`config.mk`:
```
export PLATFORM = sky130hd
export DESIGN_NAME = serial_reg_port
export DESIGN_NICKNAME = d
export VERILOG_FILES = /design/src/rtl/srp_pkg.sv /design/src/rtl/srp_sync_edge.sv /design/src/rtl/srp_ready.sv /design/src/rtl/srp_regs.sv /design/src/rtl/srp_ctrl.sv /design/src/rtl/serial_reg_port.sv
export SDC_FILE = /design/constraint.sdc
export NUM_CORES = 1
export LEC_CHECK = 0
export BUFFER_PORTS_ARGS = -buffer_cell sky130_fd_sc_hd__buf_2
export CORE_ASPECT_RATIO = 2
export CORE_MARGIN = 1
export CORE_UTILIZATION = 45
export DETAILED_ROUTE_END_ITERATION = 6
export GPL_TIMING_DRIVEN = 0
export SLEW_MARGIN = 20
export SYNTH_ARGS = -nofsm -noshare
export SYNTH_HDL_FRONTEND = slang
export SYNTH_SLANG_ARGS = --single-unit
```
`constraint.sdc`:
```
create_clock -name clk -period 2.9 [get_ports clk]
set_clock_uncertainty 0.2 [all_clocks]
set_input_delay 0.58 -clock clk [delete_from_list [all_inputs] [get_ports clk]]
set_output_delay 0.58 -clock clk [all_outputs]
set_load 0.01 [all_outputs]
```
`src/rtl/srp_pkg.sv`:
```
// Shared constants and types for the serial register port.
// Assumes a one-byte command with address in bits 5:3.
package srp_pkg;
    localparam logic [2:0] ADDR_MODE   = 3'd1;
    localparam logic [2:0] ADDR_CFG    = 3'd2;
    localparam logic [2:0] ADDR_DATA   = 3'd3;
    localparam logic [7:0] CR_EXIT_CMD = 8'h58;
    localparam int         CMD_BITS    = 8;
    localparam int         ONES_LIMIT  = 32;

    typedef enum logic [2:0] {
        ST_CMD,
        ST_WR,
        ST_RD,
        ST_CR_WAIT,
        ST_CR_SHIFT
    } port_state_e;
endpackage

```
`src/rtl/srp_sync_edge.sv`:
```
// Synchronises the serial pins into clk and detects serial-clock edges.
// Assumes sclk is slower than clk by at least a factor of four.
module srp_sync_edge #(
    parameter int STAGES = 2
) (
    input  logic clk,
    input  logic rst_n,
    input  logic sclk,
    input  logic din,
    input  logic cs_n,
    output logic sclk_rise,
    output logic sclk_fall,
    output logic din_s,
    output logic cs_n_s
);
    logic [STAGES-1:0] sclk_p;
    logic [STAGES-1:0] din_p;
    logic [STAGES-1:0] cs_p;
    logic              sclk_last;

    generate
        if (STAGES == 1) begin : g_single
            // Single-stage capture of the three pins.
            always_ff @(posedge clk) begin
                if (!rst_n) begin
                    sclk_p <= '1;
                    din_p  <= '0;
                    cs_p   <= '1;
                end else begin
                    sclk_p <= sclk;
                    din_p  <= din;
                    cs_p   <= cs_n;
                end
            end
        end else begin : g_chain
            // Multi-stage shift chain per pin.
            always_ff @(posedge clk) begin
                if (!rst_n) begin
                    sclk_p <= '1;
                    din_p  <= '0;
                    cs_p   <= '1;
                end else begin
                    sclk_p <= {sclk_p[STAGES-2:0], sclk};
                    din_p  <= {din_p[STAGES-2:0], din};
                    cs_p   <= {cs_p[STAGES-2:0], cs_n};
                end
            end
        end
    endgenerate

    // Previous synchronised serial-clock level, for edge detection.
    always_ff @(posedge clk) begin
        if (!rst_n) sclk_last <= 1'b1;
        else        sclk_last <= sclk_p[STAGES-1];
    end

    assign sclk_rise = sclk_p[STAGES-1] & ~sclk_last;
    assign sclk_fall = ~sclk_p[STAGES-1] & sclk_last;
    assign din_s     = din_p[STAGES-1];
    assign cs_n_s    = cs_p[STAGES-1];
endmodule

```
`src/rtl/srp_ready.sv`:
```
// Holds the latest result and the active-low ready flag.
// Assumes conv_valid, pre_update and read_done are single-cycle strobes.
module srp_ready #(
    parameter int DATA_W = 24
) (
    input  logic              clk,
    input  logic              rst_n,
    input  logic              conv_valid,
    input  logic [DATA_W-1:0] conv_data,
    input  logic              pre_update,
    input  logic              read_done,
    output logic              rdy_n,
    output logic [DATA_W-1:0] data_q
);
    // A new result takes priority; a read or imminent update clears the flag.
    always_ff @(posedge clk) begin
        if (!rst_n) begin
            rdy_n  <= 1'b1;
            data_q <= '0;
        end else if (conv_valid) begin
            rdy_n  <= 1'b0;
            data_q <= conv_data;
        end else if (read_done || pre_update) begin
            rdy_n  <= 1'b1;
        end
    end

    assert_ready_low_R4: assert property (@(posedge clk) disable iff (!rst_n)
        conv_valid |=> !rdy_n);
    assert_ready_clear_R5: assert property (@(posedge clk) disable iff (!rst_n)
        read_done && !conv_valid |=> rdy_n);
    assert_stale_clear_R6: assert property (@(posedge clk) disable iff (!rst_n)
        pre_update && !conv_valid |=> rdy_n);
    assert_result_held_R7: assert property (@(posedge clk) disable iff (!rst_n)
        !conv_valid |=> $stable(data_q));
endmodule

```
`src/rtl/srp_regs.sv`:
```
// Mode and configuration registers with the rejection decode.
// Assumes wr_en is a one-cycle strobe carrying a complete 16-bit word.
module srp_regs
    import srp_pkg::*;
#(
    parameter logic [15:0] MODE_RST = 16'h000A,
    parameter logic [15:0] CFG_RST  = 16'h0710
) (
    input  logic        clk,
    input  logic        rst_n,
    input  logic        wr_en,
    input  logic [2:0]  wr_addr,
    input  logic [15:0] wr_data,
    output logic [15:0] mode_q,
    output logic [15:0] cfg_q,
    output logic [1:0]  rej_mode
);
    // Register update on a completed write; other addresses are dropped.
    always_ff @(posedge clk) begin
        if (!rst_n) begin
            mode_q <= MODE_RST;
            cfg_q  <= CFG_RST;
        end else if (wr_en) begin
            if (wr_addr == ADDR_MODE) mode_q <= wr_data;
            if (wr_addr == ADDR_CFG)  cfg_q  <= wr_data;
        end
    end

    // Map the rate field onto the two rejection notches.
    always_comb begin
        unique case (mode_q[3:0])
            4'b1010: rej_mode = 2'b11;
            4'b1001: rej_mode = 2'b01;
            4'b1000: rej_mode = 2'b10;
            default: rej_mode = 2'b00;
        endcase
    end

    assert_mode_write_R8: assert property (@(posedge clk) disable iff (!rst_n)
        wr_en && wr_addr == ADDR_MODE |=> mode_q == $past(wr_data));
    assert_ro_write_R8: assert property (@(posedge clk) disable iff (!rst_n)
        wr_en && wr_addr == ADDR_DATA |=> $stable(mode_q) && $stable(cfg_q));
endmodule

```
`src/rtl/srp_ctrl.sv`:
```
// Framing state machine: command decode, shifting in and out,
// continuous read and the ones-run resynchronisation.
// Assumes edge strobes come from srp_sync_edge and never coincide.
module srp_ctrl
    import srp_pkg::*;
#(
    parameter int DATA_W = 24
) (
    input  logic              clk,
    input  logic              rst_n,
    input  logic              sclk_rise,
    input  logic              sclk_fall,
    input  logic              din_s,
    input  logic              cs_n_s,
    input  logic              conv_valid,
    input  logic [DATA_W-1:0] conv_data,
    input  logic [15:0]       mode_q,
    input  logic [15:0]       cfg_q,
    input  logic [DATA_W-1:0] data_q,
    output logic              wr_en,
    output logic [2:0]        wr_addr,
    output logic [15:0]       wr_data,
    output logic              read_done,
    output logic              drv_en,
    output logic              drv_bit
);
    localparam int SH_W   = (DATA_W > 16) ? DATA_W : 16;
    localparam int CNT_W  = $clog2(SH_W + 1);
    localparam int ONES_W = $clog2(ONES_LIMIT + 1);

    port_state_e       state;
    logic [CNT_W-1:0]  bit_cnt;
    logic [CNT_W-1:0]  nbits;
    logic [14:0]       sh_in;
    logic [15:0]       in_nx;
    logic [7:0]        cmd_nx;
    logic [SH_W-1:0]   sh_out;
    logic [2:0]        addr_q;
    logic [ONES_W-1:0] ones_cnt;
    logic              exit_pend;
    logic              act_rise;
    logic              act_fall;
    logic              flush;
    logic              last_bit;
    logic              cmd_done;

    assign act_rise = sclk_rise & ~cs_n_s;
    assign act_fall = sclk_fall & ~cs_n_s;
    assign in_nx    = {sh_in, din_s};
    assign cmd_nx   = in_nx[7:0];
    assign flush    = act_rise & din_s & (ones_cnt == ONES_W'(ONES_LIMIT - 1));
    assign last_bit = (bit_cnt == nbits - CNT_W'(1));
    assign cmd_done = (bit_cnt == CNT_W'(CMD_BITS - 1));

    // Transfer length in bits for a register address.
    function automatic logic [CNT_W-1:0] width_of(input logic [2:0] a);
        case (a)
            ADDR_MODE, ADDR_CFG: width_of = CNT_W'(16);
            ADDR_DATA:           width_of = CNT_W'(DATA_W);
            default:             width_of = CNT_W'(CMD_BITS);
        endcase
    endfunction

    // Read value, MSB-aligned at the top of the output shifter.
    function automatic logic [SH_W-1:0] rd_aligned(input logic [2:0] a);
        case (a)
            ADDR_MODE: rd_aligned = SH_W'(mode_q) << (SH_W - 16);
            ADDR_CFG:  rd_aligned = SH_W'(cfg_q) << (SH_W - 16);
            ADDR_DATA: rd_aligned = SH_W'(data_q) << (SH_W - DATA_W);
            default:   rd_aligned = '0;
        endcase
    endfunction

    // Count consecutive ones sampled on active rising edges.
    always_ff @(posedge clk) begin
        if (!rst_n)                 ones_cnt <= '0;
        else if (act_rise)          ones_cnt <= (din_s && !flush) ? ones_cnt + ONES_W'(1) : '0;
    end

    // Main framing engine.
    always_ff @(posedge clk) begin
        if (!rst_n) begin
            state     <= ST_CMD;
            bit_cnt   <= '0;
            nbits     <= CNT_W'(CMD_BITS);
            sh_in     <= '0;
            sh_out    <= '0;
            addr_q    <= '0;
            exit_pend <= 1'b0;
            drv_en    <= 1'b0;
            drv_bit   <= 1'b1;
            wr_en     <= 1'b0;
            wr_addr   <= '0;
            wr_data   <= '0;
            read_done <= 1'b0;
        end else begin
            wr_en     <= 1'b0;
            read_done <= 1'b0;
            if (flush) begin
                state     <= ST_CMD;
                bit_cnt   <= '0;
                drv_en    <= 1'b0;
                exit_pend <= 1'b0;
            end else if (state == ST_CR_WAIT && conv_valid) begin
                sh_out  <= SH_W'(conv_data) << (SH_W - DATA_W);
                bit_cnt <= '0;
                nbits   <= CNT_W'(DATA_W);
                state   <= ST_CR_SHIFT;
            end else if (act_rise) begin
                unique case (state)
                    ST_CMD: begin
                        sh_in <= in_nx[14:0];
                        if (cmd_done) begin
                            bit_cnt <= '0;
                            if (!cmd_nx[7]) begin
                                addr_q <= cmd_nx[5:3];
                                nbits  <= width_of(cmd_nx[5:3]);
                                if (!cmd_nx[6]) begin
                                    state <= ST_WR;
                                end else if (cmd_nx[5:3] == ADDR_DATA && cmd_nx[2]) begin
                                    state <= ST_CR_WAIT;
                                end else begin
                                    state  <= ST_RD;
                                    sh_out <= rd_aligned(cmd_nx[5:3]);
                                end
                            end
                        end else begin
                            bit_cnt <= bit_cnt + CNT_W'(1);
                        end
                    end
                    ST_WR: begin
                        sh_in <= in_nx[14:0];
                        if (last_bit) begin
                            bit_cnt <= '0;
                            state   <= ST_CMD;
                            wr_en   <= 1'b1;
                            wr_addr <= addr_q;
                            wr_data <= in_nx;
                        end else begin
                            bit_cnt <= bit_cnt + CNT_W'(1);
                        end
                    end
                    ST_RD: begin
                        if (last_bit) begin
                            bit_cnt   <= '0;
                            state     <= ST_CMD;
                            drv_en    <= 1'b0;
                            read_done <= (addr_q == ADDR_DATA);
                        end else begin
                            bit_cnt <= bit_cnt + CNT_W'(1);
                        end
                    end
                    ST_CR_SHIFT: begin
                        sh_in <= in_nx[14:0];
                        if (cmd_done && cmd_nx == CR_EXIT_CMD) exit_pend <= 1'b1;
                        if (last_bit) begin
                            bit_cnt   <= '0;
                            drv_en    <= 1'b0;
                            read_done <= 1'b1;
                            exit_pend <= 1'b0;
                            state     <= exit_pend ? ST_CMD : ST_CR_WAIT;
                        end else begin
                            bit_cnt <= bit_cnt + CNT_W'(1);
                        end
                    end
                    default: ;
                endcase
            end else if (act_fall && (state == ST_RD || state == ST_CR_SHIFT)) begin
                drv_bit <= sh_out[SH_W-1];
                sh_out  <= sh_out << 1;
                drv_en  <= 1'b1;
            end
        end
    end

    assert_cs_hold_R14: assert property (@(posedge clk) disable iff (!rst_n)
        cs_n_s && state != ST_CR_WAIT |=> $stable(state) && $stable(bit_cnt));
    assert_drive_phase_R9: assert property (@(posedge clk) disable iff (!rst_n)
        drv_en |-> (state == ST_RD || state == ST_CR_SHIFT));
    assert_bad_cmd_R3: assert property (@(posedge clk) disable iff (!rst_n)
        act_rise && !flush && state == ST_CMD && cmd_done && cmd_nx[7] |=> state == ST_CMD);
    assert_flush_R13: assert property (@(posedge clk) disable iff (!rst_n)
        flush |=> state == ST_CMD && bit_cnt == '0);
endmodule

```
`src/rtl/serial_reg_port.sv`:
```
// Top of the serial register port. It joins the pin synchroniser,
// framing engine, register bank and ready tracker, and muxes the
// shared data-out line.
// Assumes the pad supplies the tri-state using dout_oe.
module serial_reg_port #(
    parameter int          DATA_W      = 24,
    parameter int          SYNC_STAGES = 2,
    parameter logic [15:0] MODE_RST    = 16'h000A,
    parameter logic [15:0] CFG_RST     = 16'h0710
) (
    input  logic              clk,
    input  logic              rst_n,
    input  logic              cs_n,
    input  logic              sclk,
    input  logic              din,
    output logic              dout,
    output logic              dout_oe,
    input  logic              conv_valid,
    input  logic [DATA_W-1:0] conv_data,
    input  logic              pre_update,
    output logic [15:0]       mode_reg,
    output logic [15:0]       cfg_reg,
    output logic [1:0]        rej_mode
);
    logic              sclk_rise;
    logic              sclk_fall;
    logic              din_s;
    logic              cs_n_s;
    logic              wr_en;
    logic [2:0]        wr_addr;
    logic [15:0]       wr_data;
    logic              read_done;
    logic              drv_en;
    logic              drv_bit;
    logic              rdy_n;
    logic [DATA_W-1:0] data_q;

    srp_sync_edge #(.STAGES(SYNC_STAGES)) u_sync (
        .clk(clk), .rst_n(rst_n), .sclk(sclk), .din(din), .cs_n(cs_n),
        .sclk_rise(sclk_rise), .sclk_fall(sclk_fall), .din_s(din_s), .cs_n_s(cs_n_s)
    );

    srp_ctrl #(.DATA_W(DATA_W)) u_ctrl (
        .clk(clk), .rst_n(rst_n), .sclk_rise(sclk_rise), .sclk_fall(sclk_fall),
        .din_s(din_s), .cs_n_s(cs_n_s), .conv_valid(conv_valid), .conv_data(conv_data),
        .mode_q(mode_reg), .cfg_q(cfg_reg), .data_q(data_q),
        .wr_en(wr_en), .wr_addr(wr_addr), .wr_data(wr_data),
        .read_done(read_done), .drv_en(drv_en), .drv_bit(drv_bit)
    );

    srp_regs #(.MODE_RST(MODE_RST), .CFG_RST(CFG_RST)) u_regs (
        .clk(clk), .rst_n(rst_n), .wr_en(wr_en), .wr_addr(wr_addr), .wr_data(wr_data),
        .mode_q(mode_reg), .cfg_q(cfg_reg), .rej_mode(rej_mode)
    );

    srp_ready #(.DATA_W(DATA_W)) u_ready (
        .clk(clk), .rst_n(rst_n), .conv_valid(conv_valid), .conv_data(conv_data),
        .pre_update(pre_update), .read_done(read_done), .rdy_n(rdy_n), .data_q(data_q)
    );

    // Data-out carries shifted bits during a read, the ready flag otherwise.
    assign dout    = drv_en ? drv_bit : rdy_n;
    assign dout_oe = ~cs_n_s;
endmodule

```
Word-level counts from Yosys, hierarchy flattened:

Index checks and enable logic that the tools add are counted.

* logic and storage cells: 157
* bits in registers: 149
* output and inout bits: 36
* input bits: 31

* reduce and logical (&&, ||, !) cells: 41
* muxes and demuxes: 42
* $add $sub $neg: 3
* bitwise gates (word level): 15
* eq/ne operators: 33

Operators with widths (count)
* 2-to-1 mux 24 bit: 8
* case mux 24 bit (3 select lines): 1
* 2-to-1 mux 5 bit: 7
* 2-to-1 mux 3 bit: 7
* case mux 5 bit (2 select lines): 2
* equality test 3 x 2 -> 1 bit, second input constant: 6
* AND reduction 6 bit: 3
* AND reduction 4 bit: 4
* inequality test 3 bit, second input constant: 5
* nonzero test 2 bit: 7
* equality test 4 bit, second input constant: 3
* 2-to-1 mux 1 bit: 12
* AND reduction 5 bit: 2
* equality test 3 x 1 -> 1 bit, second input constant: 3
* inequality test 3 x 1 -> 1 bit, second input constant: 3
* NOT 1 bit: 9
* case mux 3 bit (3 select lines): 1
* OR reduction 3 bit: 3
* equality test 8 x 7 -> 1 bit, second input constant: 1
* inequality test 2 bit, second input constant: 4
* OR reduction 2 bit: 4
* AND reduction 7 bit: 1
* adder 6 x 1 -> 6 bit, second input constant: 1
* AND 1 bit: 6
* 21 further kinds: 31

Longest topological paths before layout:

Gate-level depths: netlist of run 1.

* depth in word-level cells: 9
* depth in mapped cells: 9
* mapped depth without buffers: 6

Hierarchy:

Synthesis of run 1 repeated with hierarchy kept, for this count alone.

* cell total of the unflattened synthesis: 750
* area, all modules: 6801.5 um^2

By module, submodules not included
* srp_ctrl: times used 1, area an instance 4295.4 um^2, sequential area each 1641.6 um^2, cells each 518
* srp_regs: times used 1, area an instance 1331.3 um^2, sequential area each 640.6 um^2, cells each 134
* srp_ready: times used 1, area an instance 959.7 um^2, sequential area each 500.5 um^2, cells each 80
* srp_sync_edge: times used 1, area an instance 196.4 um^2, sequential area each 140.1 um^2, cells each 16
* serial_reg_port: times used 1, area an instance 18.8 um^2, sequential area each 0.0 um^2, cells each 2

Worst setup path before layout of run 1:

No wires, ideal clock.

* kind: reg-to-reg
* start point: register u_ctrl.bit_cnt[0]
* end point: register u_ctrl.nbits[3]
* library setup time: 0.124 ns
* cell stages (with the launch flop): 7
* data required time: 2.576 ns
* setup slack: 0.462 ns
* clock period less this slack: 2.438 ns
* path buffers: 1
* arrival time: 2.114 ns
* path through: dfxtp_1 > ha_1 > nand2_2 > or4_4 > or4_4 > buf_6 > a2111o_1

* cells in the longest elaborated chain, start to end: 3

Ends and longest elaborated chain
* start, declared: RTL line srp_ctrl.sv:32 `logic [CNT_W-1:0] bit_cnt;`
* start signal, assigned: RTL line srp_ctrl.sv:128 `bit_cnt <= bit_cnt + CNT_W'(1);`
* start signal, assigned: RTL line srp_ctrl.sv:140 `bit_cnt <= bit_cnt + CNT_W'(1);`
* start signal, assigned: RTL line srp_ctrl.sv:150 `bit_cnt <= bit_cnt + CNT_W'(1);`
* equality test 5 x 3 -> 1 bit: RTL line srp_ctrl.sv:53 `assign cmd_done = (bit_cnt == CNT_W'(CMD_BITS - 1));`
* nonzero test 2 bit (no line)
* AND reduction 5 bit (no line)
* end signal, assigned: RTL line srp_ctrl.sv:85 `nbits <= CNT_W'(CMD_BITS);`
* end signal, assigned: RTL line srp_ctrl.sv:107 `nbits <= CNT_W'(DATA_W);`
* end signal, assigned: RTL line srp_ctrl.sv:117 `nbits <= width_of(cmd_nx[5:3]);`
* end, declared: RTL line srp_ctrl.sv:33 `logic [CNT_W-1:0] nbits;`

Every way passes these cells.
A chain may end at the register's enable or synchronous reset.

Final worst setup path of run 1:

* start point: register u_sync.cs_p[1]
* end point: register u_ctrl.sh_out[22]

* cells in the longest elaborated chain, start to end: 6
* elaborated cells on any way between the ends: 16
* classes of those cells: eq/ne: 5; mux: 2; bitwise: 6; reduce/logical: 3

Ends and longest elaborated chain
* start, declared: RTL line srp_sync_edge.sv:18 `logic [STAGES-1:0] cs_p;`
* start signal, assigned: RTL line srp_sync_edge.sv:45 `cs_p <= {cs_p[STAGES-2:0], cs_n};`
* NOT 1 bit *: RTL line srp_ctrl.sv:47, srp_ctrl.sv:48
* AND 1 bit: RTL line srp_ctrl.sv:47 `assign act_rise = sclk_rise & ~cs_n_s;`
* AND 1 bit (2 in series): RTL line srp_ctrl.sv:51 `assign flush = act_rise & din_s & (ones_cnt == ONES_W'(ONES_LIMIT - 1));`
* NOT 1 bit (no line)
* AND reduction 7 bit (no line)
* end signal, assigned: RTL line srp_ctrl.sv:105 `sh_out <= SH_W'(conv_data) << (SH_W - DATA_W);`
* end signal, assigned: RTL line srp_ctrl.sv:124 `sh_out <= rd_aligned(cmd_nx[5:3]);`
* end signal, assigned: RTL line srp_ctrl.sv:170 `sh_out <= sh_out << 1;`
* end, declared: RTL line srp_ctrl.sv:37 `logic [SH_W-1:0] sh_out;`

Mark *: on every way between the ends. The rest lies on a longest branch, timed or not.

==> results.toml, run 1 <==
[logic_synthesis]
ys.warnings.count = 0
yosys.area.top_type = "dfxtp_1"
syn_avg_cell_area_sq_um = 8.36
synthesis.nets = 803
synth_flop_cell = "dfxtp_1"
synth_edf_count = 0
synthCells = 770
async_flop_share_pct = 0
synth_area_leaders = "dfxtp_1, nand2_1, mux2i_1"
synth_top_area_share_pct = 45.4
synth_area_sq_um = 6440
ys_types = 59
yosys_register_bits = 146
yosysSeqAreaShare_pct = 45.4

[worst_hold_path]
min_to = "u_sync.sclk_p[0]$_SDFF_PN1_"
worstHoldStart = "sclk"
hold_depth = 2
min_path_type = "input pin to flip-flop"

[worst_setup_path]
path_max_fanout = 10
slowest_stage = "clkbuf_1"
cp.required_ns = 3.06
crit_chain = "or3b_1 -> clkbuf_2 -> clkbuf_1 -> clkbuf_1 -> nand3_1 -> o211ai_1 -> nand3_1 -> a21oi_1"
path_buf_inv = 3
arrival_ns = 2.91
crit_start = "u_sync.cs_p[1]$_SDFF_PN1_"
crit_type = "flip-flop to flip-flop"
cp-end-kind = "flip-flop"
cp_slowest_stage_delay_ns = 0.57
r2r_slack_ns = 0.15
start_kind = "flip-flop"
worst-r2r-cell-count = 8
critical_path.top_delay_family = "buffers and inverters"
r2r-end = "u_ctrl.sh_out[22]$_SDFFE_PN0P_"
regToRegStartpoint = "u_sync.cs_p[1]$_SDFF_PN1_"

[sta]
slew_viol_final = 0
period_needed_ns = 2.75
final_hold_viol_count = 0
relSlewSlack_pct = 46.0
tns_ns = 0
grt_setup_unrepaired = "yes"
fmax_mhz = 364
setup_viol = 0
tightest_slew_ns = 0.810
period_share_pct = 94.7

[placed_design]
place_hpwl_um = 15000
placed_area_sq_um = 7000
port_buffers = 65
place_congestion = 0.894
dp_cells = 1024

[global_route]
grtUsageTotal_pct = 28.1
met1_usage_pct = 28.6
antenna_found_initial = 0
grtUsageMet3_pct = 5.55
grt_max_degree = 17
use_met2_pct = 51.7
grt_pass1_wl_um = 31100
grt_pass1_vias = 6067
grt-busiest-layer = "met2"
gr-total-overflow = 0

[pwr]
switchingPower_uw = 981
pwr-share-comb_pct = 2.8
power_uw = 4500
p_leak_uw = 0.00292
switching_share_pct = 21.8
p_per_area_nw_per_um2 = 589
p_seq_share_pct = 45.5
intPower_uw = 3520
clockPowerShare_pct = 51.6
ir_worst_vdd_v = 0.000408

[final_layout]
final_util_pct = 54.7
nets = 888
fin_area_sq_um = 7640
layout_common_cells = "dfxtp_1, nand2_1, a21oi_1"
final_common_cell = "dfxtp_1"
fill_cells = 1367
layout.cells.non_filler = 1056
diodes = 0
syn2layout_area_growth_pct = 18.6
final_layout_size_suffix_gt1_share_pct = 15.0

[drt]
wire_per_inst_um = 19.0
drc_errors = 0
routed_wl_um = 20100
via_per_inst = 5.77
postRouteAntennaNets = 0
dr.pass1.iters = 6
drt_iter0_markers = 418
via_count = 6090

[cts]
clk_pin_slew_ns = 0.06
clock-root-buffer = "clkbuf_16"
cts_hold_buffers = 0
numCtsBuffers = 17
h-tree-depth = 4
clk_latency_ns = 0.43
cts_max_path_buffers = 2
clock_sinks = 146
cts_tree = "yes"

[floorplan]
design.core.area_sq_um = 14000
io_pins = 67
die_w_um = 86.6
die_area_sq_um = 14800
die_h_um = 171
initial_core_util_pct = 46.1
num_rows = 61

[status]
run_status = "finished clean"

[run]
drv_cap = 0
layout make-up:
type / count / area, sq um / area share, %
tap: 189 / 236 / 3.10
clock buffer: 19 / 433 / 5.67
clock inverter: 12 / 183 / 2.39
inverter: 4 / 15.0 / 0.197
multi-input combinational: 560 / 3270 / 42.9
sequential: 146 / 2920 / 38.3
buffer: 60 / 240 / 3.15
timing repair buffer: 66 / 333 / 4.36
power groups by stage:
stage | registers [uW] | clock network, uW | logic, uW
finish | 2050 | 2320 | 128
CTS | 2050 | 2340 | 129
detailed placement | 2090 | 0 | 128
global placement | 2090 | 0 | 125
global route | 2050 | 2430 | 140
floorplan | 2080 | 0 | 72.8
stage by stage:
stage | hold slack [ns] | setup slack [ns]
5_1_grt | 0.142 | 0.00206
2_1_floorplan | 0.186 | 0.462
3_3_place_gp | 0.201 | 0.0482
4_1_cts | 0.134 | 0.0209
6_report | 0.141 | 0.155
3_5_place_dp | 0.196 | 0.0429
how the worst max path moves through the flow:
stage / end / cells past startpoint
5_1_grt: u_ctrl.sh_out[15]$_SDFFE_PN0P_ / 6
2_1_floorplan: u_ctrl.nbits[3]$_SDFFE_PN1P_ / 6
4_1_cts: u_ctrl.sh_out[17]$_SDFFE_PN0P_ / 7
3_5_place_dp: u_ctrl.sh_out[17]$_SDFFE_PN0P_ / 7
3_3_place_gp: u_ctrl.sh_out[19]$_SDFFE_PN0P_ / 7
6_report: u_ctrl.sh_out[22]$_SDFFE_PN0P_ / 8
routing by layer:
layer | share of wire (%) | vias up | wire length [um]
met5 | 0 | - | 0
met4 | 5.5 | 0 | 1110
met3 | 5.0 | 69 | 994
met2 | 53 | 245 | 10700
met1 | 36 | 2897 | 7300
li1 | - | 2879 | -
timing repair:
action | 4_1_cts | 5_1_grt
buffers inserted | 0 | 1
endpoints found under the setup margin | 0 | 28
gates resized for setup | 0 | 5
sequential cells by signal, indices dropped and copies added, names as in the netlist, 3 cells and up:
name	cells
u_ctrl.sh_out	24
u_ready.data_q	24
u_ctrl.wr_data	16
u_regs.cfg_q	16
u_regs.mode_q	16
u_ctrl.sh_in	15
u_ctrl.ones_cnt	6
u_ctrl.bit_cnt	5
u_ctrl.addr_q	3
u_ctrl.state	3
u_ctrl.wr_addr	3
logic make-up after synthesis:
group / after synthesis / synth area share, %
AND/OR/NAND/NOR: 303 / 21.2
AO/OA/AOI/OAI: 183 / 17.7
flip-flops: 146 / 45.4
buffers and inverters: 64 / 3.94
multiplexers: 62 / 9.99
XOR/XNOR: 10 / 1.36
adder cells (fa/ha/maj): 2 / 0.389
synth_stat cells, types with 4 or more instances:
library cell  number
xnor2_1            5
buf_2              4
clkbuf_1          49
dfxtp_1          146
a221o_1            7
a22oi_1           16
a21oi_1           77
nor2_1            63
nand2b_1           8
mux2_2            18
and2_1             5
nor3_1             9
o21ai_0           33
buf_1              5
mux2i_1           44
o22ai_1            9
xor2_1             5
nand2_1          141
o211ai_1          18
nand3_1           46
nand4b_1           4
No activity file was read; power rests on OpenSTA's default activity.
==> inputs of run 2 (changes only) <==
CORE_ASPECT_RATIO = default   (was 2)
PLACE_DENSITY = 0.66   (was default)
clock period = 2.25 ns   (was 2.9 ns; I/O delays follow)
==> run 2 against run 1 <==
  * Clock power is 17% higher
  * Global-route usage is 2.2 points lower
  * Utilization is 2.6 points higher
  * Cell area is 4.5% higher
  * Power is 23% higher
  * Register-to-register slack worse by 0.15 ns
  * Sequential share of layout area is 1.5 points lower
  * Non-clock buffer count is 19 higher
  * Critical path type unchanged
  * Highest routed layer unchanged
==> results.toml, run 2 (synthesis gave the netlist of run 1 again) <==
[worst_hold_path]
worstHoldStart = "din"
min_to = "u_sync.din_p[0]$_SDFF_PN0_"
hold_depth = 2
min_path_type = "input pin to flip-flop"

[sta]
slew_viol_final = 0
tightest_slew_ns = 0.958
period_needed_ns = 2.24
fmax_mhz = 446
setup_viol = 0
relSlewSlack_pct = 36.1
grt_setup_unrepaired = "yes"
final_hold_viol_count = 0
layout_setup_ws_ns = 0.00588
period_share_pct = 99.7

[floorplan]
initial_core_util_pct = 46.2
design.core.area_sq_um = 13900
die_h_um = 122
die_area_sq_um = 14800
io_pins = 67
die_w_um = 122
num_rows = 43

[drt]
routed_wl_um = 18800
drt_iter0_markers = 560
postRouteAntennaNets = 0
via_per_inst = 5.66
drc_errors = 0
wire_per_inst_um = 17.6
via_count = 6034
dr.pass1.iters = 5

[cts]
numCtsBuffers = 17
h-tree-depth = 4
cts_max_path_buffers = 2
cts_tree = "yes"
clock-root-buffer = "clkbuf_16"
clk_latency_ns = 0.43
clock_sinks = 146
clk_pin_slew_ns = 0.06

[global_route]
grt_pass1_vias = 5551
grtUsageTotal_pct = 25.9
antenna_found_initial = 0
grt_pass1_wl_um = 29200
gr-total-overflow = 0
grt_max_degree = 20

[worst_setup_path]
slowest_stage = "or4_4"
cp-end-kind = "flip-flop"
worst-r2r-cell-count = 5
r2r_slack_ns = 0.006
crit_chain = "ha_4 -> nand2_4 -> or4_4 -> or4_4 -> a2111o_1"
start_kind = "flip-flop"
crit_path_frequent_cell = "or4_4"
arrival_ns = 2.35
crit_type = "flip-flop to flip-flop"
cp.required_ns = 2.35
cp_slowest_stage_delay_ns = 0.51
r2r-end = "u_ctrl.nbits[3]$_SDFFE_PN1P_"
path_max_fanout = 7
regToRegStartpoint = "u_ctrl.bit_cnt[1]$_SDFFE_PP0P_"

[placed_design]
place_ws_ns = -0.589
placed_area_sq_um = 7010
place_hpwl_um = 12500
place_congestion = 0.918
port_buffers = 65

[final_layout]
final_layout_size_suffix_gt1_share_pct = 21.8
final_common_cell = "nand2_1"
fin_area_sq_um = 7980
top_regs = "u_ctrl.sh_out: 24 flops, u_ready.data_q: 24 flops"
syn2layout_area_growth_pct = 24.0
diodes = 0
nets = 907
layout_common_cells = "nand2_1, dfxtp_1, a21oi_1"

[status]
run_status = "finished clean"

[pwr]
ir_worst_vdd_v = 0.000543
p_per_area_nw_per_um2 = 692
p_leak_uw = 0.00310
power_uw = 5520

[run]
drv_cap = 0
run 2: cell types whose count changed in the layout (fill, tap and decap cells not counted), sizes merged:
cell / delta
bufinv: -3
buf: +23
clkinv: +3
clkbuf: -3
inv: -1
dlygate4sd3: +2
clkinvlp: -2
run 2: per-stage QoR:
stage | util (%) | hold slack (ns) | TNS [ns] | cells
2_1_floorplan | - | 0.186 | -0.0914 | 770
3_3_place_gp | 50.3 | 0.188 | -21.85 | 1015
3_5_place_dp | 50.3 | 0.192 | -20.62 | 1015
4_1_cts | 55.5 | 0.0243 | -0.0172 | 1051
5_1_grt | 57.3 | 0.0222 | -0.259 | 1066
6_report | 57.3 | 0.0315 | 0 | 1066
run 2: cell type report:
| type | count | area, sq um |
|---|---|---|
| Fill cell | 1291 | 5950 |
| Multi-Input combinational cell | 560 | 3430 |
| Sequential cell | 146 | 2930 |
| Timing Repair Buffer | 89 | 531 |
| Clock buffer | 22 | 484 |
| Buffer | 56 | 282 |
| Tap cell | 180 | 225 |
| Clock inverter | 9 | 80.1 |
| Inverter | 4 | 15.0 |
run 2: layer usage:
layer  GRT usage, %  wire length [um]  up-vias
li1               -                 -     2932
met1           34.7              8620     2867
met2           40.0              8530      201
met3           5.85              1130       34
met4           10.9               487        0
met5              0                 0        -
run 2: critical path, delay by kind of cell (launching register included):
kind | cells | cell delay, ns
AOI/OAI and AO/OA | 1 | 0.38
adders and majority gates | 1 | 0.15
DFF | 1 | 0.35
and+or+nand+nor | 3 | 1.04
run 2: timing repair:
item	CTS	global route
resized for setup	41	53
hold buffers	2	0
setup buffers	6	16
hold endpoints to repair	2	0
pin swaps	5	11
endpoints found under the setup margin	73	64
run 2: where the power goes:
group | switching (uW) | internal (uW) | leakage (uW)
logic | 110 | 64.5 | 0.00164
registers | 18.5 | 2620 | 0.00118
clock network | 1090 | 1630 | 0.000282
run 2: worst max-delay path by stage:
stage	endpoint	start	cells past startpoint	slack, ns
CTS	u_ctrl.nbits[3]$_SDFFE_PN1P_	u_ctrl.bit_cnt[1]$_SDFFE_PP0P_	5	-0.02
global placement	u_ctrl.sh_out[15]$_SDFFE_PN0P_	u_ctrl.ones_cnt[0]$_SDFFE_PN0N_	7	-0.64
floorplan	u_ctrl.nbits[3]$_SDFFE_PN1P_	u_ctrl.bit_cnt[1]$_SDFFE_PP0P_	6	-0.08
global route	u_ctrl.nbits[3]$_SDFFE_PN1P_	u_ctrl.bit_cnt[1]$_SDFFE_PP0P_	5	-0.05
finish	u_ctrl.nbits[3]$_SDFFE_PN1P_	u_ctrl.bit_cnt[1]$_SDFFE_PP0P_	5	0.006
detailed placement	u_ctrl.sh_out[14]$_SDFFE_PN0P_	conv_valid	7	-0.59
